$ cat src/rtl/fnd_pkg.sv
`timescale 1ns/1ps
package fnd_pkg;
  localparam int unsigned B_W_DEF = 10;
  localparam int unsigned A_W_DEF = 5;
  localparam int unsigned F_W_DEF = 4;

  typedef enum logic {MOD_16 = 1'b0, MOD_15 = 1'b1} fmod_e;
  typedef enum logic {PS_16 = 1'b0, PS_32 = 1'b1} psize_e;
endpackage

$ cat src/rtl/fnd_cfg.sv
`timescale 1ns/1ps
module fnd_cfg
  import fnd_pkg::*;
#(
  parameter int unsigned A_W = A_W_DEF,
  parameter int unsigned F_W = F_W_DEF
) (
  input  logic [A_W-1:0] a_i,
  input  logic [F_W-1:0] num_i,
  input  logic           mod15_i,
  input  logic           psel_i,
  output logic [A_W-1:0] a_eff_o,
  output logic [F_W-1:0] num_eff_o,
  output logic [F_W:0]   modv_o
);
  // small prescaler accepts half the swallow range
  localparam logic [A_W-1:0] A_LIM_S   = A_W'((1 << (A_W-1)) - 1);
  localparam logic [F_W:0]   MODV_FULL = (F_W+1)'(1 << F_W);

  logic [F_W:0] modv;

  always_comb begin
    modv    = (mod15_i == MOD_15) ? MODV_FULL - 1'b1 : MODV_FULL;
    modv_o  = modv;
    a_eff_o = (psel_i == PS_32 || a_i <= A_LIM_S) ? a_i : A_LIM_S;
    num_eff_o = ({1'b0, num_i} >= modv) ? F_W'(modv - 1'b1) : num_i;
  end
endmodule

$ cat src/rtl/fnd_acc.sv
`timescale 1ns/1ps
module fnd_acc
  import fnd_pkg::*;
#(
  parameter int unsigned F_W = F_W_DEF
) (
  input  logic           clk_i,
  input  logic           rst_ni,
  input  logic           clr_i,
  input  logic           step_i,
  input  logic [F_W-1:0] num_i,
  input  logic [F_W:0]   modv_i,
  output logic           carry_o
);
  logic [F_W-1:0] acc_q;
  logic           carry_q;
  logic [F_W:0]   sum;
  logic           wrap;

  always_comb begin
    sum  = {1'b0, acc_q} + {1'b0, num_i};
    wrap = (sum >= modv_i);
  end

  always_ff @(posedge clk_i or negedge rst_ni) begin
    if (!rst_ni) begin
      acc_q   <= '0;
      carry_q <= 1'b0;
    end else if (clr_i) begin
      acc_q   <= '0;
      carry_q <= 1'b0;
    end else if (step_i) begin
      acc_q   <= wrap ? F_W'(sum - modv_i) : F_W'(sum);
      carry_q <= wrap;
    end
  end

  assign carry_o = carry_q;

  a_r5_acc_range: assert property (@(posedge clk_i) disable iff (!rst_ni)
    {1'b0, acc_q} < modv_i);
  a_r9_acc_clear: assert property (@(posedge clk_i) disable iff (!rst_ni)
    clr_i |=> (acc_q == '0) && !carry_q);
endmodule

$ cat src/rtl/fnd_swc.sv
`timescale 1ns/1ps
module fnd_swc
  import fnd_pkg::*;
#(
  parameter int unsigned B_W = B_W_DEF,
  parameter int unsigned A_W = A_W_DEF
) (
  input  logic           clk_i,
  input  logic           rst_ni,
  input  logic           en_i,
  input  logic [B_W-1:0] b_i,
  input  logic [A_W-1:0] a_i,
  input  logic           carry_i,
  output logic           modsel_o,
  output logic           pulse_o
);
  logic [B_W-1:0] cnt_q;
  logic [A_W:0]   swl_raw;
  logic [B_W-1:0] swl;

  always_comb begin
    swl_raw  = {1'b0, a_i} + {{A_W{1'b0}}, carry_i};
    swl      = (B_W'(swl_raw) > b_i) ? b_i : B_W'(swl_raw);
    modsel_o = en_i && (cnt_q < swl);
    pulse_o  = en_i && (cnt_q == b_i - 1'b1);
  end

  always_ff @(posedge clk_i or negedge rst_ni) begin
    if (!rst_ni)       cnt_q <= '0;
    else if (!en_i)    cnt_q <= '0;
    else if (pulse_o)  cnt_q <= '0;
    else               cnt_q <= cnt_q + 1'b1;
  end

  a_r1_count_step: assert property (@(posedge clk_i) disable iff (!rst_ni)
    (en_i && !pulse_o) |=> cnt_q == $past(cnt_q) + 1'b1);
  a_r9_cnt_idle: assert property (@(posedge clk_i) disable iff (!rst_ni)
    !en_i |=> cnt_q == '0);
endmodule

$ cat src/rtl/frac_n_div.sv
`timescale 1ns/1ps
module frac_n_div
  import fnd_pkg::*;
#(
  parameter int unsigned B_W = B_W_DEF,
  parameter int unsigned A_W = A_W_DEF,
  parameter int unsigned F_W = F_W_DEF
) (
  input  logic           clk_i,
  input  logic           rst_ni,
  input  logic           en_i,
  input  logic [B_W-1:0] b_i,
  input  logic [A_W-1:0] a_i,
  input  logic [F_W-1:0] num_i,
  input  logic           mod15_i,
  input  logic           psel_i,
  output logic           modsel_o,
  output logic           fb_pulse_o
);
  logic [A_W-1:0] a_eff;
  logic [F_W-1:0] num_eff;
  logic [F_W:0]   modv;
  logic           carry;
  logic           pulse;

  fnd_cfg #(.A_W(A_W), .F_W(F_W)) i_cfg (
    .a_i      (a_i),
    .num_i    (num_i),
    .mod15_i  (mod15_i),
    .psel_i   (psel_i),
    .a_eff_o  (a_eff),
    .num_eff_o(num_eff),
    .modv_o   (modv)
  );

  fnd_acc #(.F_W(F_W)) i_acc (
    .clk_i  (clk_i),
    .rst_ni (rst_ni),
    .clr_i  (!en_i),
    .step_i (pulse),
    .num_i  (num_eff),
    .modv_i (modv),
    .carry_o(carry)
  );

  fnd_swc #(.B_W(B_W), .A_W(A_W)) i_swc (
    .clk_i   (clk_i),
    .rst_ni  (rst_ni),
    .en_i    (en_i),
    .b_i     (b_i),
    .a_i     (a_eff),
    .carry_i (carry),
    .modsel_o(modsel_o),
    .pulse_o (pulse)
  );

  assign fb_pulse_o = pulse;

  a_r7_num_clamp: assert property (@(posedge clk_i) disable iff (!rst_ni)
    {1'b0, num_eff} < modv);
  a_r9_idle_outputs: assert property (@(posedge clk_i) disable iff (!rst_ni)
    !en_i |-> !modsel_o && !fb_pulse_o);
endmodule

$ cat config.mk
export PLATFORM = sky130hd
export DESIGN_NAME = frac_n_div
export DESIGN_NICKNAME = d
export VERILOG_FILES = /design/src/rtl/fnd_pkg.sv /design/src/rtl/fnd_cfg.sv /design/src/rtl/fnd_acc.sv /design/src/rtl/fnd_swc.sv /design/src/rtl/frac_n_div.sv
export SDC_FILE = /design/constraint.sdc
export NUM_CORES = 1
export LEC_CHECK = 0
export ABC_AREA = 1
export BUFFER_PORTS_ARGS = -buffer_cell sky130_fd_sc_hd__buf_4
export CAP_MARGIN = 40
export CORE_ASPECT_RATIO = 0.6
export CORE_MARGIN = 2
export CORE_UTILIZATION = 35
export CTS_BUF_LIST = sky130_fd_sc_hd__clkbuf_8
export DETAILED_ROUTE_END_ITERATION = 8
export PLACE_DENSITY_LB_ADDON = 0.25
export SYNTH_ARGS = -nofsm -noshare
export SYNTH_HDL_FRONTEND = slang
export SYNTH_SLANG_ARGS = --single-unit
$ cat constraint.sdc
create_clock -name clk_i -period 7.7 [get_ports clk_i]
set_input_delay 0.385 -clock clk_i [delete_from_list [all_inputs] [get_ports clk_i]]
set_output_delay 0.385 -clock clk_i [all_outputs]
set_load 0.005 [all_outputs]
# Word-level counts from Yosys, hierarchy flattened
# Cells that the tools add are included.
# classes
n_lt_le_gt_ge	5
n_addsub	6
n_eq_ne	2
mux	11
reduce_logical	3
# ops
op	n
two-way mux 10 bit	3
two-way mux 4 bit	4
adder 10 x 1 -> 10 bit, second input constant	1
equality test 10 bit	1
greater-than comparator 6 x 10 -> 1 bit	1
less-than comparator 10 bit	1
two-way mux 5 bit	2
subtractor 10 x 1 -> 10 bit, second input constant	1
adder 5 x 1 -> 6 bit	1
adder 4 x 4 -> 5 bit	1
>= comparator 4 x 5 -> 1 bit	1
>= comparator 5 bit	1
<= comparator 5 x 4 -> 1 bit, second input constant	1
subtractor 4 x 1 -> 4 bit, second input constant	1
subtractor 4 bit	1
logical AND 1 bit	2
two-way mux 1 bit	2
inequality test 2 x 1 -> 1 bit, second input constant	1
logical OR 1 bit	1
# word_totals
in_bits	24
ff_bits	15
wordCells	30

# Longest topological paths before layout
# depth
ltp_word	8
ltp_mapped	22

# Hierarchy
# From an unflattened synthesis, not the netlist that was laid out.
# unflattened
cells_unflattened	342
area_unflattened_um2	2219.6
# by_module_without_submodules
mod	area_per_inst_um2	cells_per_inst	n_inst	seq_area_each_um2
fnd_swc	1355.0	213	1	250.2
fnd_acc	594.3	82	1	125.1
fnd_cfg	266.5	46	1	0.0
frac_n_div	3.8	1	1	0.0

# Least setup slack after synthesis
# No wires, ideal clock.
# synth_path
kind	input-to-reg
from	in mod15_i
to	reg i_acc.acc_q[2]
path_stages	20
required_time_ns	7.582
setup_slack_ns	4.203
arrival_ns	3.379
cell_sequence	inv_1 ha_1 a21o_1 a22oi_1 o221ai_1 o21ai_0 ha_1 inv_1 fa_1 xor2_1 inv_1 ha_1 nand2_1 inv_1 nand3_1 nand4_1 o21ai_0 inv_1 nand4_1 nand2_1
# synth_between
elab_chain_len	8
# synth_rtl
element	line_no	text
start: declaration	frac_n_div.sv:15	input logic mod15_i,
two-way mux 5 bit (*)	fnd_cfg.sv:23	modv = (mod15_i == MOD_15) ? MODV_FULL - 1'b1 : MODV_FULL;
subtractor 4 x 1 -> 4 bit / >= comparator 4 x 5 -> 1 bit (equally long branches)	fnd_cfg.sv:26	num_eff_o = ({1'b0, num_i} >= modv) ? F_W'(modv - 1'b1) : num_i;
two-way mux 4 bit	fnd_cfg.sv:26	
adder 4 x 4 -> 5 bit	fnd_acc.sv:21	sum = {1'b0, acc_q} + {1'b0, num_i};
subtractor 4 bit / >= comparator 5 bit (equally long branches)	fnd_acc.sv:33, fnd_acc.sv:22	
two-way mux 4 bit (*)	fnd_acc.sv:33	acc_q <= wrap ? F_W'(sum - modv_i) : F_W'(sum);
two-way mux 4 bit (*)	fnd_acc.sv:32	end else if (step_i) begin
two-way mux 4 bit (*)	fnd_acc.sv:29	end else if (clr_i) begin
end signal: assignment	fnd_acc.sv:33	
end: declaration	fnd_acc.sv:15	logic [F_W-1:0] acc_q;
# Mark *: on every way between the ends. The rest lies on a longest branch, timed or not. The select of a mux whose other input is x is not followed.
# A chain may end at the register's enable or synchronous reset.

# Worst setup path in the final report
# layout_path
from	in a_i[4]
to	out modsel_o
# layout_between
elab_chain_len	8
# layout_rtl
element	line_no	text
start: declaration	frac_n_div.sv:13	input logic [A_W-1:0] a_i,
<= comparator 5 x 4 -> 1 bit	fnd_cfg.sv:25	a_eff_o = (psel_i == PS_32 || a_i <= A_LIM_S) ? a_i : A_LIM_S;
logical OR 1 bit	fnd_cfg.sv:25	
two-way mux 5 bit (*)	fnd_cfg.sv:25	
adder 5 x 1 -> 6 bit (*)	fnd_swc.sv:22	swl_raw = {1'b0, a_i} + {{A_W{1'b0}}, carry_i};
greater-than comparator 6 x 10 -> 1 bit	fnd_swc.sv:23	swl = (B_W'(swl_raw) > b_i) ? b_i : B_W'(swl_raw);
two-way mux 10 bit (*)	fnd_swc.sv:23	
less-than comparator 10 bit (*)	fnd_swc.sv:24	modsel_o = en_i && (cnt_q < swl);
logical AND 1 bit (*)	fnd_swc.sv:24	
end: declaration	frac_n_div.sv:17	output logic modsel_o,
# Mark *: on every way between the ends. The rest lies on a longest branch, timed or not.

==> reports/results.tsv <==
metric	value	unit
outcome	completed	
clock.fmax	0.256	GHz
internal_power	155	µW
ir_drop	0.0000640	V
switchingPower	89.4	µW
nNetsFinal	437	
antenna_found_initial	0	
start_kind	input pin	
ys_seq_area_share	16.3	%
yosysWarnings	0	
ctsResizeCount	0	
num_rows	22	
p_leak	0.00141	µW
clock_skew	0.00477	ns
power.share.clock	25.6	%
hold_class	in -> reg	
clk_pin_slew	0.06	ns
power.total	244	µW
fin_area	2660	µm²
swShare	36.6	%
p_seq_share	33.8	%
firstDrtPassIters	5	
gp_congestion	0.893	
place_inst	456	
multiInputGateArea	1730	µm²
grt_overflow	0	
synth_cells	346	
drtIter0Drc	196	
viasPerCell	4.84	
pin_count	26	
clock_latency	0.25	ns
layout_common_cells	91 x nand2_1, 51 x inv_1, 35 x nand3_1, 33 x ha_1, 25 x buf_4	
critPathLaunch	a_i[4]	
ff2ff_path_depth	13	
use_met2	21.6	%
core	6250	µm²
min_from	en_i	
drc	0	
use_met1	27.3	%
finalSetupViolCount	0	
diodes	0	
final_common_cell	nand2_1	
grtUsageMet3	4.99	%
critPathArrivalTime	3.52	ns
grt_pass1_vias	1987	
syn_area	2310	µm²
htree_levels	1	
required	7.32	ns
p_comb_share	40.7	%
r2r_slack	5.08	ns
end_kind	output pin	
grt_pass1_wl	9520	µm
start_util	36.9	%
cts_buffers	3	
areaGrowthSynthToFinish	15.2	%
drtAntennaViolNets	0	
die-area	7280	µm²
seq_area	375	µm²
die_w	109	µm
placed_cell_area	2600	µm²
rsz0062_at_grt	no	
grt_max_degree	16	
drive_gt1_share	17.2	%
dp_hpwl	4950	µm
min_period_over_period	50.7	%
hold_violations	0	
fillerInstances	642	
ys_types	35	
slew_viol_final	0	
fin_cells	461	
tns	0	ns
wire_per_inst	12.3	µm
hold_buffers	1	
io_buffers	25	
clk_path_buf_depth	2	
grt_busiest_layer	met1	
cts_tree	yes	
avgSynthCellArea	6.67	µm²
vias	2232	
drv_cap	0	
final_util	42.6	%
cellPowerDensity	91.8	nW/µm²
cts_post_setup_buffers_inserted	0	
r2r_start	i_acc.acc_q[0]	
min_to	i_acc.acc_q[2]	
worstHoldPathCells	3	
critPathMaxFanout	6	
wl	5670	µm
reg2reg_to	i_acc.acc_q[3]	
critical_path_class	in -> out	
grt_usage	16.8	%
min_period	3.91	ns
dieHeight	66.9	µm
root_buffer	clkbuf_8	
cts_sinks	15	
ys_ff_latch	15	
==> worst max path at each step <==
stage,slack [ns],end,depth (start not counted)
6_report,3.79,modsel_o,20
4_1_cts,3.80,i_acc.acc_q[3],20
5_1_grt,3.32,modsel_o,23
2_1_floorplan,4.20,i_acc.acc_q[2],20
3_5_place_dp,3.54,i_acc.acc_q[2],20
3_3_place_gp,3.54,i_acc.acc_q[3],20
==> layout make-up <==
| class | instances | share of cell area (%) |
|---|---|---|
| Multi-Input combinational cell | 277 | 65.0 |
| Sequential cell | 15 | 14.1 |
| Inverter | 55 | 7.76 |
| Timing Repair Buffer | 26 | 7.44 |
| Tap cell | 84 | 3.95 |
| Clock buffer | 3 | 1.55 |
| Clock inverter | 1 | 0.141 |
==> per-stage QoR <==
stage          hold WS (ns)  setup slack, ns
4_1_cts               0.479             3.80
3_3_place_gp          0.254             3.54
2_1_floorplan        0.0894             4.20
6_report              0.484             3.79
3_5_place_dp          0.252             3.54
5_1_grt               0.478             3.32
==> kinds of logic (layout without fill, tap and decap cells) <==
| group | count (synthesis) | after routing | share of synthesized area [%] |
|---|---|---|---|
| and+or+nand+nor | 191 | 191 | 41.1 |
| buffers and inverters | 57 | 85 | 9.32 |
| adders and majority gates | 35 | 35 | 19.6 |
| AOI/OAI and AO/OA | 32 | 32 | 7.81 |
| xor gates and xnor gates | 15 | 15 | 5.69 |
| DFF | 15 | 15 | 16.3 |
| other | 1 | 4 | 0.162 |
==> cells in the mapped netlist (all sizes together) <==
| library cell | number | area (µm²) |
|---|---|---|
| nand3 | 39 | 215 |
| clkbuf | 1 | 3.75 |
| inv | 55 | 206 |
| a21oi | 11 | 55.1 |
| and3 | 1 | 7.51 |
| xnor2 | 6 | 52.6 |
| or2 | 2 | 12.5 |
| nor3 | 5 | 46.3 |
| a22oi | 1 | 7.51 |
| o21bai | 1 | 7.51 |
| xor2 | 9 | 78.8 |
| a211oi | 1 | 7.51 |
| o221ai | 2 | 17.5 |
| nand4 | 9 | 56.3 |
| a21o | 1 | 7.51 |
| nand3b | 1 | 7.51 |
| nor2 | 34 | 183 |
| conb | 1 | 3.75 |
| ha | 33 | 413 |
| buf | 1 | 5.00 |
| nand2 | 99 | 415 |
| nand2b | 1 | 6.26 |
| o21ai | 14 | 70.1 |
| fa | 2 | 40.0 |
| o21a | 1 | 7.51 |
| dfrtp | 15 | 375 |
==> worst max-delay path: stages <==
cell      delay [ns]
buf_4           0.11
nand2_1         0.15
nand2_1         0.08
ha_1            0.22
ha_1            0.20
nand3_1         0.10
xor2_1          0.21
ha_1            0.27
nand2_1         0.09
o21bai_1        0.15
nand3_1         0.12
nand2_1         0.19
inv_1           0.13
o21ai_0         0.19
ha_1            0.27
a21oi_1         0.15
o21a_1          0.13
o221ai_1        0.09
a21oi_1         0.15
buf_4           0.13
==> state kept, by name, summed over array words and instances (netlist names) <==
name,cells
i_acc.acc_q,4
i_acc.carry_o,1
i_swc.cnt_q,10
==> routing by layer <==
metal	vias up	share of wire, %
met3	0	7.3
met5	-	0
met2	46	34
met1	1003	58
li1	1183	-
met4	0	0
==> power by group through the flow <==
stage          Clock, µW  Sequential [µW]  Combinational, µW
4_1_cts             65.1             82.3               99.3
6_report            62.4             82.4               99.2
3_5_place_dp           0             83.8               98.5
3_3_place_gp           0             83.8               98.4
2_1_floorplan          0             83.1               67.4
5_1_grt             69.0             82.6                115
Note: power is estimated with default switching activity, not from simulation.
